--- config.mk ---
export PLATFORM = sky130hd
export DESIGN_NAME = pc_two_phase
export DESIGN_NICKNAME = d
export VERILOG_FILES = /design/src/rtl/pc_pkg.sv /design/src/rtl/pc_ha_chain.sv /design/src/rtl/pc_next_sel.sv /design/src/rtl/pc_bus_drv.sv /design/src/rtl/pc_two_phase.sv
export SDC_FILE = /design/constraint.sdc
export NUM_CORES = 1
export LEC_CHECK = 0
export BUFFER_PORTS_ARGS = -buffer_cell sky130_fd_sc_hd__buf_2
export CORE_AREA = 5 5 42 44
export CTS_BUF_LIST = sky130_fd_sc_hd__clkbuf_8
export CTS_CLUSTER_SIZE = 10
export DETAILED_ROUTE_END_ITERATION = 8
export DIE_AREA = 0 0 47 49
export GPL_ROUTABILITY_DRIVEN = 0
export HOLD_SLACK_MARGIN = 0.12
export PLACE_DENSITY = 0.59
export SYNTH_ARGS = -nofsm -noshare
export SYNTH_HDL_FRONTEND = slang
export SYNTH_HIERARCHICAL = 1
export SYNTH_SLANG_ARGS = --single-unit
--- constraint.sdc ---
create_clock -name clk -period 1.5 [get_ports clk]
set_input_delay 0.15 -clock clk [delete_from_list [all_inputs] [get_ports clk]]
set_output_delay 0.15 -clock clk [all_outputs]
set_load 0.02 [all_outputs]
--- src/rtl/pc_pkg.sv ---
package pc_pkg;
    localparam int PC_W = 4;

    typedef enum logic [1:0] {
        SRC_CLEAR = 2'd0,
        SRC_LOAD  = 2'd1,
        SRC_STEP  = 2'd2
    } pc_src_t;
endpackage

--- src/rtl/pc_ha_chain.sv ---
module pc_ha_chain #(
    parameter int W = 4
) (
    input  logic [W-1:0] a,
    input  logic         cin,
    output logic [W-1:0] sum
);
    logic [W-1:0] carry;

    assign carry[0] = cin;

    generate
        for (genvar i = 0; i < W; i++) begin : g_bit
            assign sum[i] = a[i] ^ carry[i];
            if (i < W - 1) begin : g_carry
                assign carry[i+1] = a[i] & carry[i];
            end
        end
    endgenerate
endmodule

--- src/rtl/pc_next_sel.sv ---
module pc_next_sel
    import pc_pkg::*;
#(
    parameter int W = 4
) (
    input  logic         rst,
    input  logic         load,
    input  logic [W-1:0] bus_in,
    input  logic [W-1:0] adder_sum,
    output pc_src_t      src,
    output logic [W-1:0] next_val
);
    always_comb begin
        if (rst)       src = SRC_CLEAR;
        else if (load) src = SRC_LOAD;
        else           src = SRC_STEP;
    end

    always_comb begin
        unique case (src)
            SRC_CLEAR: next_val = '0;
            SRC_LOAD:  next_val = bus_in;
            SRC_STEP:  next_val = adder_sum;
            default:   next_val = '0;
        endcase
    end
endmodule

--- src/rtl/pc_bus_drv.sv ---
module pc_bus_drv #(
    parameter int W = 4
) (
    input  logic [W-1:0] addr,
    input  logic         oe,
    output logic [W-1:0] bus_data,
    output logic         bus_en
);
    assign bus_en   = oe;
    assign bus_data = oe ? addr : '0;
endmodule

--- src/rtl/pc_two_phase.sv ---
module pc_two_phase
    import pc_pkg::*;
#(
    parameter int W = PC_W
) (
    input  logic         clk,
    input  logic         rst,
    input  logic         cen,
    input  logic         load,
    input  logic         oe,
    input  logic [W-1:0] bus_in,
    output logic [W-1:0] pc_q,
    output logic [W-1:0] bus_data,
    output logic         bus_en
);
    logic [W-1:0] stage_in;
    logic [W-1:0] stage_out;
    logic [W-1:0] adder_sum;
    logic [W-1:0] next_val;
    pc_src_t      src;

    pc_ha_chain #(.W(W)) u_chain (
        .a   (stage_out),
        .cin (cen),
        .sum (adder_sum)
    );

    pc_next_sel #(.W(W)) u_sel (
        .rst       (rst),
        .load      (load),
        .bus_in    (bus_in),
        .adder_sum (adder_sum),
        .src       (src),
        .next_val  (next_val)
    );

    // Input stage: captures on the high phase
    always_ff @(posedge clk) begin
        stage_in <= next_val;
    end

    // Output stage: presents to the adder during the low phase
    always_ff @(negedge clk) begin
        stage_out <= stage_in;
    end

    assign pc_q = stage_out;

    pc_bus_drv #(.W(W)) u_drv (
        .addr     (stage_out),
        .oe       (oe),
        .bus_data (bus_data),
        .bus_en   (bus_en)
    );

    AST_CLEAR_WINS: assert property (@(posedge clk) rst |=> (stage_in == '0));
    AST_LOAD_TAKES_BUS: assert property (@(posedge clk) disable iff (rst)
        load |=> (stage_in == $past(bus_in)));
    AST_STEP_ONE: assert property (@(posedge clk) disable iff (rst)
        (!load && cen) |=> (stage_in == W'($past(stage_out) + W'(1))));
    AST_HOLD_IDLE: assert property (@(posedge clk) disable iff (rst)
        (!load && !cen) |=> (stage_in == $past(stage_out)));
    AST_OUT_FOLLOWS: assert property (@(posedge clk) disable iff (rst)
        stage_out == stage_in);
    AST_BUS_RELEASED: assert property (@(posedge clk) disable iff (rst)
        !oe |-> (bus_data == '0 && !bus_en));
    AST_BUS_DRIVEN: assert property (@(posedge clk) disable iff (rst)
        oe |-> (bus_data == pc_q && bus_en));
endmodule

# [Word level (Yosys, flattened, before mapping)]
# Cells that the tools add are included.
[totals] in_bits=9 output_inout_bits=9 word_cells=15 ff_bits=8
[op_classes] mux=4 bitwise_logic=7 eq_ne=2
[op_table] operator="case mux 4 bit (2 select lines)" n=1
[op_table] operator="2-to-1 mux 2 bit" n=2
[op_table] operator="2-to-1 mux 4 bit" n=1
[op_table] operator="bitwise XOR 1 bit" n=4
[op_table] operator="AND 1 bit" n=3
[op_table] operator="== test 2 x 1 -> 1 bit, second input constant" n=1
[op_table] operator="== test 2 bit, second input constant" n=1

# [Logic depth before layout (Yosys ltp)]
# Gate-level depths: netlist (run 1).
[logic_depth] word_depth=5 ltp_mapped=6 depth_no_buf=6

# [By module]
# The synthesis (run 1) kept the hierarchy.
[by_module_without_submodules] module="pc_two_phase" instances=1 cells_each=9 seq_area_each_um2=160.2 area_each_um2=163.9
[by_module_without_submodules] module="pc_next_sel" instances=1 cells_each=11 seq_area_each_um2=0.0 area_each_um2=76.3
[by_module_without_submodules] module="pc_ha_chain" instances=1 cells_each=4 seq_area_each_um2=0.0 area_each_um2=46.3
[by_module_without_submodules] module="pc_bus_drv" instances=1 cells_each=5 seq_area_each_um2=0.0 area_each_um2=32.5

==> impl_metrics.sql, run 1 <==
INSERT INTO impl_metrics (metric_group, metric, value, unit) VALUES
('outcome', 'run_status', 'complete, but fails checks', ''),
('outcome', 'violations', 'negative setup slack', ''),
('clock_tree', 'cts_tree', 'built', ''),
('critical_path', 'cell_by_cell_listing_of_the_critical_path', 'ha_4, ha_4, ha_4, xor2_2, mux2i_1, nor2_1', ''),
('cells_and_area', 'regArea', '170', 'um^2'),
('critical_path', 'largest_fanout_of_any_net_on_the_critical_path', '2', ''),
('route', 'post_drt_wl_per_cell', '9.07', 'um'),
('critical_path', 'worstSetupPathType', 'reg -> reg', ''),
('critical_path', 'timing.rr.start', 'pc_q[0]', ''),
('critical_path', 'critical_path.endpoint_type', 'flop', ''),
('route', 'route.detailed.drc', '0', ''),
('critical_path', 'cell_with_the_most_instances_on_the_worst_path', 'ha_4', ''),
('clock_tree', 'clock-root-buffer', 'clkbuf_8', ''),
('sta', 'rsz0062_at_grt', 'yes', ''),
('clock_tree', 'insertion_delay', '0.29', 'ns'),
('cells_and_area', 'finalInstanceArea', '612', 'um^2'),
('placed_design', 'port_buffers', '17', ''),
('floorplan', 'die-area', '2300', 'um^2'),
('critical_path', 'slowest_stage_delay_on_critical_path', '0.34', 'ns'),
('cells_and_area', 'multi_input_logic_area', '181', 'um^2'),
('global_route', 'grt_antenna_before_repair', '0', ''),
('worst_hold_path', 'worstHoldEndpoint', 'stage_in[0]', ''),
('job', 'max_cap_viol_count', '0', ''),
('route', 'drt_pass_1_iters', '1', ''),
('sta', 'final-setup-viol-count', '12', ''),
('route', 'drt-initial-drc-count', '0', ''),
('critical_path', 'internal_reg_to_reg_setup_slack', '-0.53', 'ns'),
('floorplan', 'core_region_area', '1400', 'um^2'),
('cells_and_area', 'nNetsFinal', '67', ''),
('worst_hold_path', 'timing.hold.worst.start', 'rst', ''),
('clock_tree', 'clkTransAtPathRegs', '0.04', 'ns'),
('floorplan', 'floorplan.die.height', '49', 'um'),
('power_and_ir_drop', 'power-per-cell-area', '1060', 'nW/um^2'),
('global_route', 'via_count_of_the_first_global_routing_pass', '233', ''),
('global_route', 'globalRoute.totalOverflow', '0', ''),
('route', 'vias', '266', ''),
('critical_path', 'worst-r2r-cell-count', '6', ''),
('cells_and_area', 'finalCoreUtilization', '43.7', '%'),
('clock_tree', 'clock-sinks', '8', ''),
('sta', 'fin_skew', '0.0686', 'ns'),
('worst_hold_path', 'min_path_cells', '2', ''),
('synthesis', 'synth.cell_area', '309', 'um^2'),
('floorplan', 'io-pin-count', '18', ''),
('route', 'drt-vias-per-instance', '3.86', ''),
('synthesis', 'count_of_synthesis_stage_warnings_from_yosys', '6', ''),
('sta', 'final_worst_setup_slack', '-0.529', 'ns'),
('cells_and_area', 'fill_cells', '138', ''),
('power_and_ir_drop', 'worst_ir_drop_vdd', '0.000453', 'V'),
('critical_path', 'cp-start-kind', 'flop', ''),
('placed_design', 'place_area', '463', 'um^2'),
('cells_and_area', 'most_frequent_cells_in_the_layout', '11 x buf_6, 9 x buf_2', ''),
('cells_and_area', 'insertedDiodeCount', '0', ''),
('cells_and_area', 'area_delta_synth_final', '98.0', '%'),
('sta', 'slew_headroom', '91.9', '%'),
('critical_path', 'critical_path_required', '1.61', 'ns'),
('global_route', 'grt_util_all_layers', '5.86', '%'),
('floorplan', 'floorplan.initialDensity', '22.1', '%'),
('placed_design', 'dp_hpwl', '488', 'um'),
('critical_path', 'worst_path_max_delay_cell', 'dfxtp_4', ''),
('cells_and_area', 'final_common_cell', 'buf_6', ''),
('cells_and_area', 'drive_above_1_share', '69.8', '%'),
('synthesis', 'synthesis.instances', '27', ''),
('synthesis', 'syn_avg_cell_area', '11.4', 'um^2'),
('sta', 'timing_worst_slew_pin_value', '0.118', 'ns'),
('floorplan', 'die_w', '47', 'um'),
('global_route', 'grt_start_max_net_pins', '6', ''),
('worst_hold_path', 'min_path_type', 'in -> reg', ''),
('sta', 'timing_max_transition_violations_final', '0', ''),
('route', 'drt-total-wl', '626', 'um'),
('global_route', 'global_route_wire_length_before_repair', '917', 'um'),
('critical_path', 'worst_r2r_endpoint', 'stage_in[3]', ''),
('critical_path', 'critPathArrivalTime', '2.14', 'ns'),
('route', 'ant_nets', '0', ''),
('clock_tree', 'clock_tree.htree_level_count', '1', ''),
('synthesis', 'mappedNetlistNets', '39', ''),
('clock_tree', 'cts_made_buffers', '3', ''),
('floorplan', 'number_of_rows_in_the_core_area', '14', ''),
('clock_tree', 'ctsLongestPathBuffers', '2', ''),
('power_and_ir_drop', 'leakage', '0.306', 'nW'),
('sta', 'timing_hold_violations_final', '0', '');
## through the flow
| step | hold slack [ns] | setup TNS, ns | cells | total power, mW | worst slack, ns |
|---|---|---|---|---|---|
| 2_1_floorplan | 0.222 | -1.16 | 27 | 0.317 | -0.473 |
| 3_3_place_gp | 0.362 | -1.49 | 60 | 0.352 | -0.485 |
| 3_5_place_dp | 0.365 | -1.52 | 60 | 0.353 | -0.490 |
| 4_1_cts | 0.124 | -3.84 | 68 | 0.658 | -0.548 |
| 5_1_grt | 0.134 | -4.20 | 69 | 0.698 | -0.547 |
| 6_report | 0.130 | -3.80 | 69 | 0.648 | -0.529 |
## state kept, by name, summed over array words and instances (netlist names)
signal and cells:
pc_q 4, stage_in 4
## critical path, delay by kind of cell (launching register included)
family	cells	cell delay, ns
adders and majority gates	3	0.45
DFF	1	0.34
xor gates and xnor gates	1	0.14
muxes	1	0.12
and+or+nand+nor	1	0.05
## final cells by class
| cell class | instances | share of cell area [%] |
|---|---|---|
| timing repair buffer | 22 | 30.1 |
| clock inverter | 4 | 2.45 |
| sequential | 8 | 27.8 |
| tap | 16 | 3.27 |
| multi-input combinational | 16 | 29.7 |
| clock buffer | 3 | 6.75 |
## timing repair
item / 4_1_cts / 5_1_grt
gates resized for setup: 22 / 2
pin swaps: 5 / 2
buffers inserted: 2 / 2
hold buffers: 0 / 0
endpoints found under the setup margin: 12 / 12
## worst max-delay path by stage
stage                  from          end  slack (ns)  depth (start not counted)
finish              pc_q[0]  stage_in[3]       -0.53                          6
global route        pc_q[0]  stage_in[3]       -0.55                          6
CTS                 pc_q[0]  stage_in[3]       -0.55                          6
detailed placement  pc_q[0]  stage_in[3]       -0.49                          6
global placement    pc_q[0]  stage_in[3]       -0.48                          6
floorplan           pc_q[0]  stage_in[3]       -0.47                          6
## per-layer routing
metal	routed length [um]	up-vias	part of all wire, %	GRT usage, %
met5	0	-	0	0
met4	17	0	2.7	4.15
met3	101	2	16	2.21
met2	247	18	39	7.69
met1	259	107	41	7.54
li1	-	139	-	-
## power by group
part           internal [mW]  leakage, nW  total [mW]  switching (mW)
sequential             0.231       0.0682       0.241          0.0101
clock                  0.188       0.0429       0.287          0.0993
combinational         0.0709        0.194       0.120          0.0490
total                  0.490        0.306       0.648           0.158
No activity file was read; power rests on OpenSTA's default activity.
==> run 2, diff against run 1 <==
CELL_PAD_IN_SITES_DETAIL_PLACEMENT = 0   (was not set)
CELL_PAD_IN_SITES_GLOBAL_PLACEMENT = 1   (was not set)
PLACE_DENSITY = 0.72   (was 0.59)
==> impl_metrics.sql, run 2 (synthesis results as in run 1) <==
INSERT INTO impl_metrics (metric_group, metric, value, unit) VALUES
('power_and_ir_drop', 'leakage', '0.321', 'nW'),
('outcome', 'run_status', 'complete, but fails checks', ''),
('global_route', 'grt_start_max_net_pins', '6', ''),
('sta', 'slew_headroom', '90.3', '%'),
('job', 'max_cap_viol_count', '0', ''),
('critical_path', 'critPathArrivalTime', '2.16', 'ns'),
('global_route', 'global_route_wire_length_before_repair', '1010', 'um'),
('clock_tree', 'clock_tree.htree_level_count', '1', ''),
('clock_tree', 'clkTransAtPathRegs', '0.04', 'ns'),
('worst_hold_path', 'min_path_cells', '3', ''),
('sta', 'final_worst_setup_slack', '-0.546', 'ns'),
('global_route', 'globalRoute.totalOverflow', '0', ''),
('worst_hold_path', 'worstHoldEndpoint', 'stage_in[1]', ''),
('critical_path', 'worst-r2r-cell-count', '6', ''),
('power_and_ir_drop', 'power-per-cell-area', '1050', 'nW/um^2'),
('critical_path', 'worstSetupPathType', 'reg -> reg', ''),
('cells_and_area', 'fill_cells', '144', ''),
('sta', 'fin_skew', '0.0700', 'ns'),
('clock_tree', 'ctsLongestPathBuffers', '2', ''),
('global_route', 'grt_util_all_layers', '6.79', '%'),
('sta', 'rsz0062_at_grt', 'yes', ''),
('clock_tree', 'cts_tree', 'built', ''),
('route', 'drt-vias-per-instance', '3.83', ''),
('floorplan', 'io-pin-count', '18', ''),
('route', 'drt_pass_1_iters', '2', ''),
('sta', 'final-setup-viol-count', '12', ''),
('cells_and_area', 'drive_above_1_share', '67.9', '%'),
('placed_design', 'place_area', '463', 'um^2'),
('cells_and_area', 'most_frequent_cells_in_the_layout', '12 x buf_6, 9 x buf_2, 5 x inv_1', ''),
('cells_and_area', 'finalCoreUtilization', '45.4', '%'),
('power_and_ir_drop', 'worst_ir_drop_vdd', '0.000619', 'V'),
('route', 'route.detailed.drc', '0', ''),
('clock_tree', 'insertion_delay', '0.30', 'ns'),
('sta', 'timing_max_transition_violations_final', '0', ''),
('global_route', 'via_count_of_the_first_global_routing_pass', '240', ''),
('sta', 'timing_worst_slew_pin_value', '0.142', 'ns'),
('worst_hold_path', 'timing.hold.worst.start', 'bus_in[1]', ''),
('global_route', 'grt_antenna_before_repair', '0', ''),
('floorplan', 'floorplan.die.height', '49', 'um'),
('cells_and_area', 'area_delta_synth_final', '106', '%'),
('floorplan', 'core_region_area', '1400', 'um^2'),
('cells_and_area', 'nNetsFinal', '69', ''),
('clock_tree', 'clock-root-buffer', 'clkbuf_8', ''),
('floorplan', 'die-area', '2300', 'um^2'),
('critical_path', 'critical_path_required', '1.62', 'ns'),
('route', 'drt-initial-drc-count', '6', ''),
('route', 'ant_nets', '0', ''),
('floorplan', 'die_w', '47', 'um'),
('cells_and_area', 'regArea', '170', 'um^2'),
('clock_tree', 'clock-sinks', '8', ''),
('critical_path', 'timing.rr.start', 'pc_q[0]', ''),
('sta', 'timing_hold_violations_final', '0', ''),
('cells_and_area', 'final_common_cell', 'buf_6', ''),
('placed_design', 'port_buffers', '17', ''),
('floorplan', 'number_of_rows_in_the_core_area', '14', ''),
('critical_path', 'largest_fanout_of_any_net_on_the_critical_path', '2', ''),
('critical_path', 'internal_reg_to_reg_setup_slack', '-0.55', 'ns'),
('cells_and_area', 'finalInstanceArea', '637', 'um^2'),
('cells_and_area', 'insertedDiodeCount', '0', ''),
('worst_hold_path', 'min_path_type', 'in -> reg', ''),
('clock_tree', 'cts_made_buffers', '3', ''),
('route', 'drt-total-wl', '670', 'um'),
('critical_path', 'cp-start-kind', 'flop', ''),
('critical_path', 'worst_r2r_endpoint', 'stage_in[3]', ''),
('floorplan', 'floorplan.initialDensity', '22.1', '%'),
('outcome', 'violations', 'negative setup slack', ''),
('critical_path', 'critical_path.endpoint_type', 'flop', ''),
('cells_and_area', 'multi_input_logic_area', '181', 'um^2'),
('route', 'vias', '276', ''),
('route', 'post_drt_wl_per_cell', '9.31', 'um');
==> run 2: changes by cell type in the layout (fill, tap and decap cells not counted), sizes merged <==
cell,delta
buf,+1
dlygate4sd3,+1
inv,+1
==> run 2: worst max path at each step <==
| stage | from | depth (start not counted) | slack (ns) | to |
|---|---|---|---|---|
| 3_3_place_gp | pc_q[0] | 6 | -0.47 | stage_in[3] |
| 6_report | pc_q[0] | 6 | -0.55 | stage_in[3] |
| 3_5_place_dp | pc_q[0] | 6 | -0.48 | stage_in[3] |
| 4_1_cts | pc_q[0] | 6 | -0.58 | stage_in[3] |
| 5_1_grt | pc_q[0] | 6 | -0.63 | stage_in[3] |
| 2_1_floorplan | pc_q[0] | 6 | -0.47 | stage_in[3] |
==> run 2: worst max-delay path, stage by stage (launching register included) <==
cell     delay (ns)
dfxtp_4        0.34
ha_4           0.15
ha_4           0.15
ha_4           0.15
xor2_2         0.14
mux2i_1        0.14
nor2_1         0.05
==> run 2: per-layer routing <==
metal / vias to the layer above / track usage [%] / wire length [um]
li1: 143 / - / -
met1: 119 / 6.47 / 234
met2: 12 / 9.73 / 344
met3: 2 / 3.32 / 68
met4: 0 / 6.91 / 23
met5: - / 0 / 0
==> run 2: per-stage QoR <==
stage          std cells  setup TNS (ns)  power [mW]  worst slack, ns  hold slack [ns]
2_1_floorplan         27           -1.16       0.317           -0.473            0.222
3_3_place_gp          60           -1.47       0.354           -0.467            0.366
3_5_place_dp          60           -1.51       0.354           -0.475            0.364
4_1_cts               69           -3.76       0.672           -0.575            0.152
5_1_grt               72           -4.32       0.707           -0.631            0.176
6_report              72           -3.89       0.668           -0.546            0.156
==> run 2: power breakdown <==
part	internal, mW	switching, mW	total (mW)
logic	0.0749	0.0503	0.125
clock network	0.192	0.110	0.303
registers	0.231	0.00992	0.240
total	0.498	0.171	0.668
==> run 2: repair_timing <==
action | CTS | global route
hold buffers | 1 | 0
setup endpoints to repair | 12 | 12
gates resized for setup | 21 | 3
setup buffers | 1 | 3
endpoints found under the hold margin | 4 | 0
pin swaps | 6 | 2
==> run 2: area by class of cell <==
type,instances,area share [%]
Clock buffer,3,6.48
Multi-Input combinational cell,16,28.5
Tap cell,16,3.14
Clock inverter,5,2.95
Timing Repair Buffer,24,32.2
Sequential cell,8,26.7
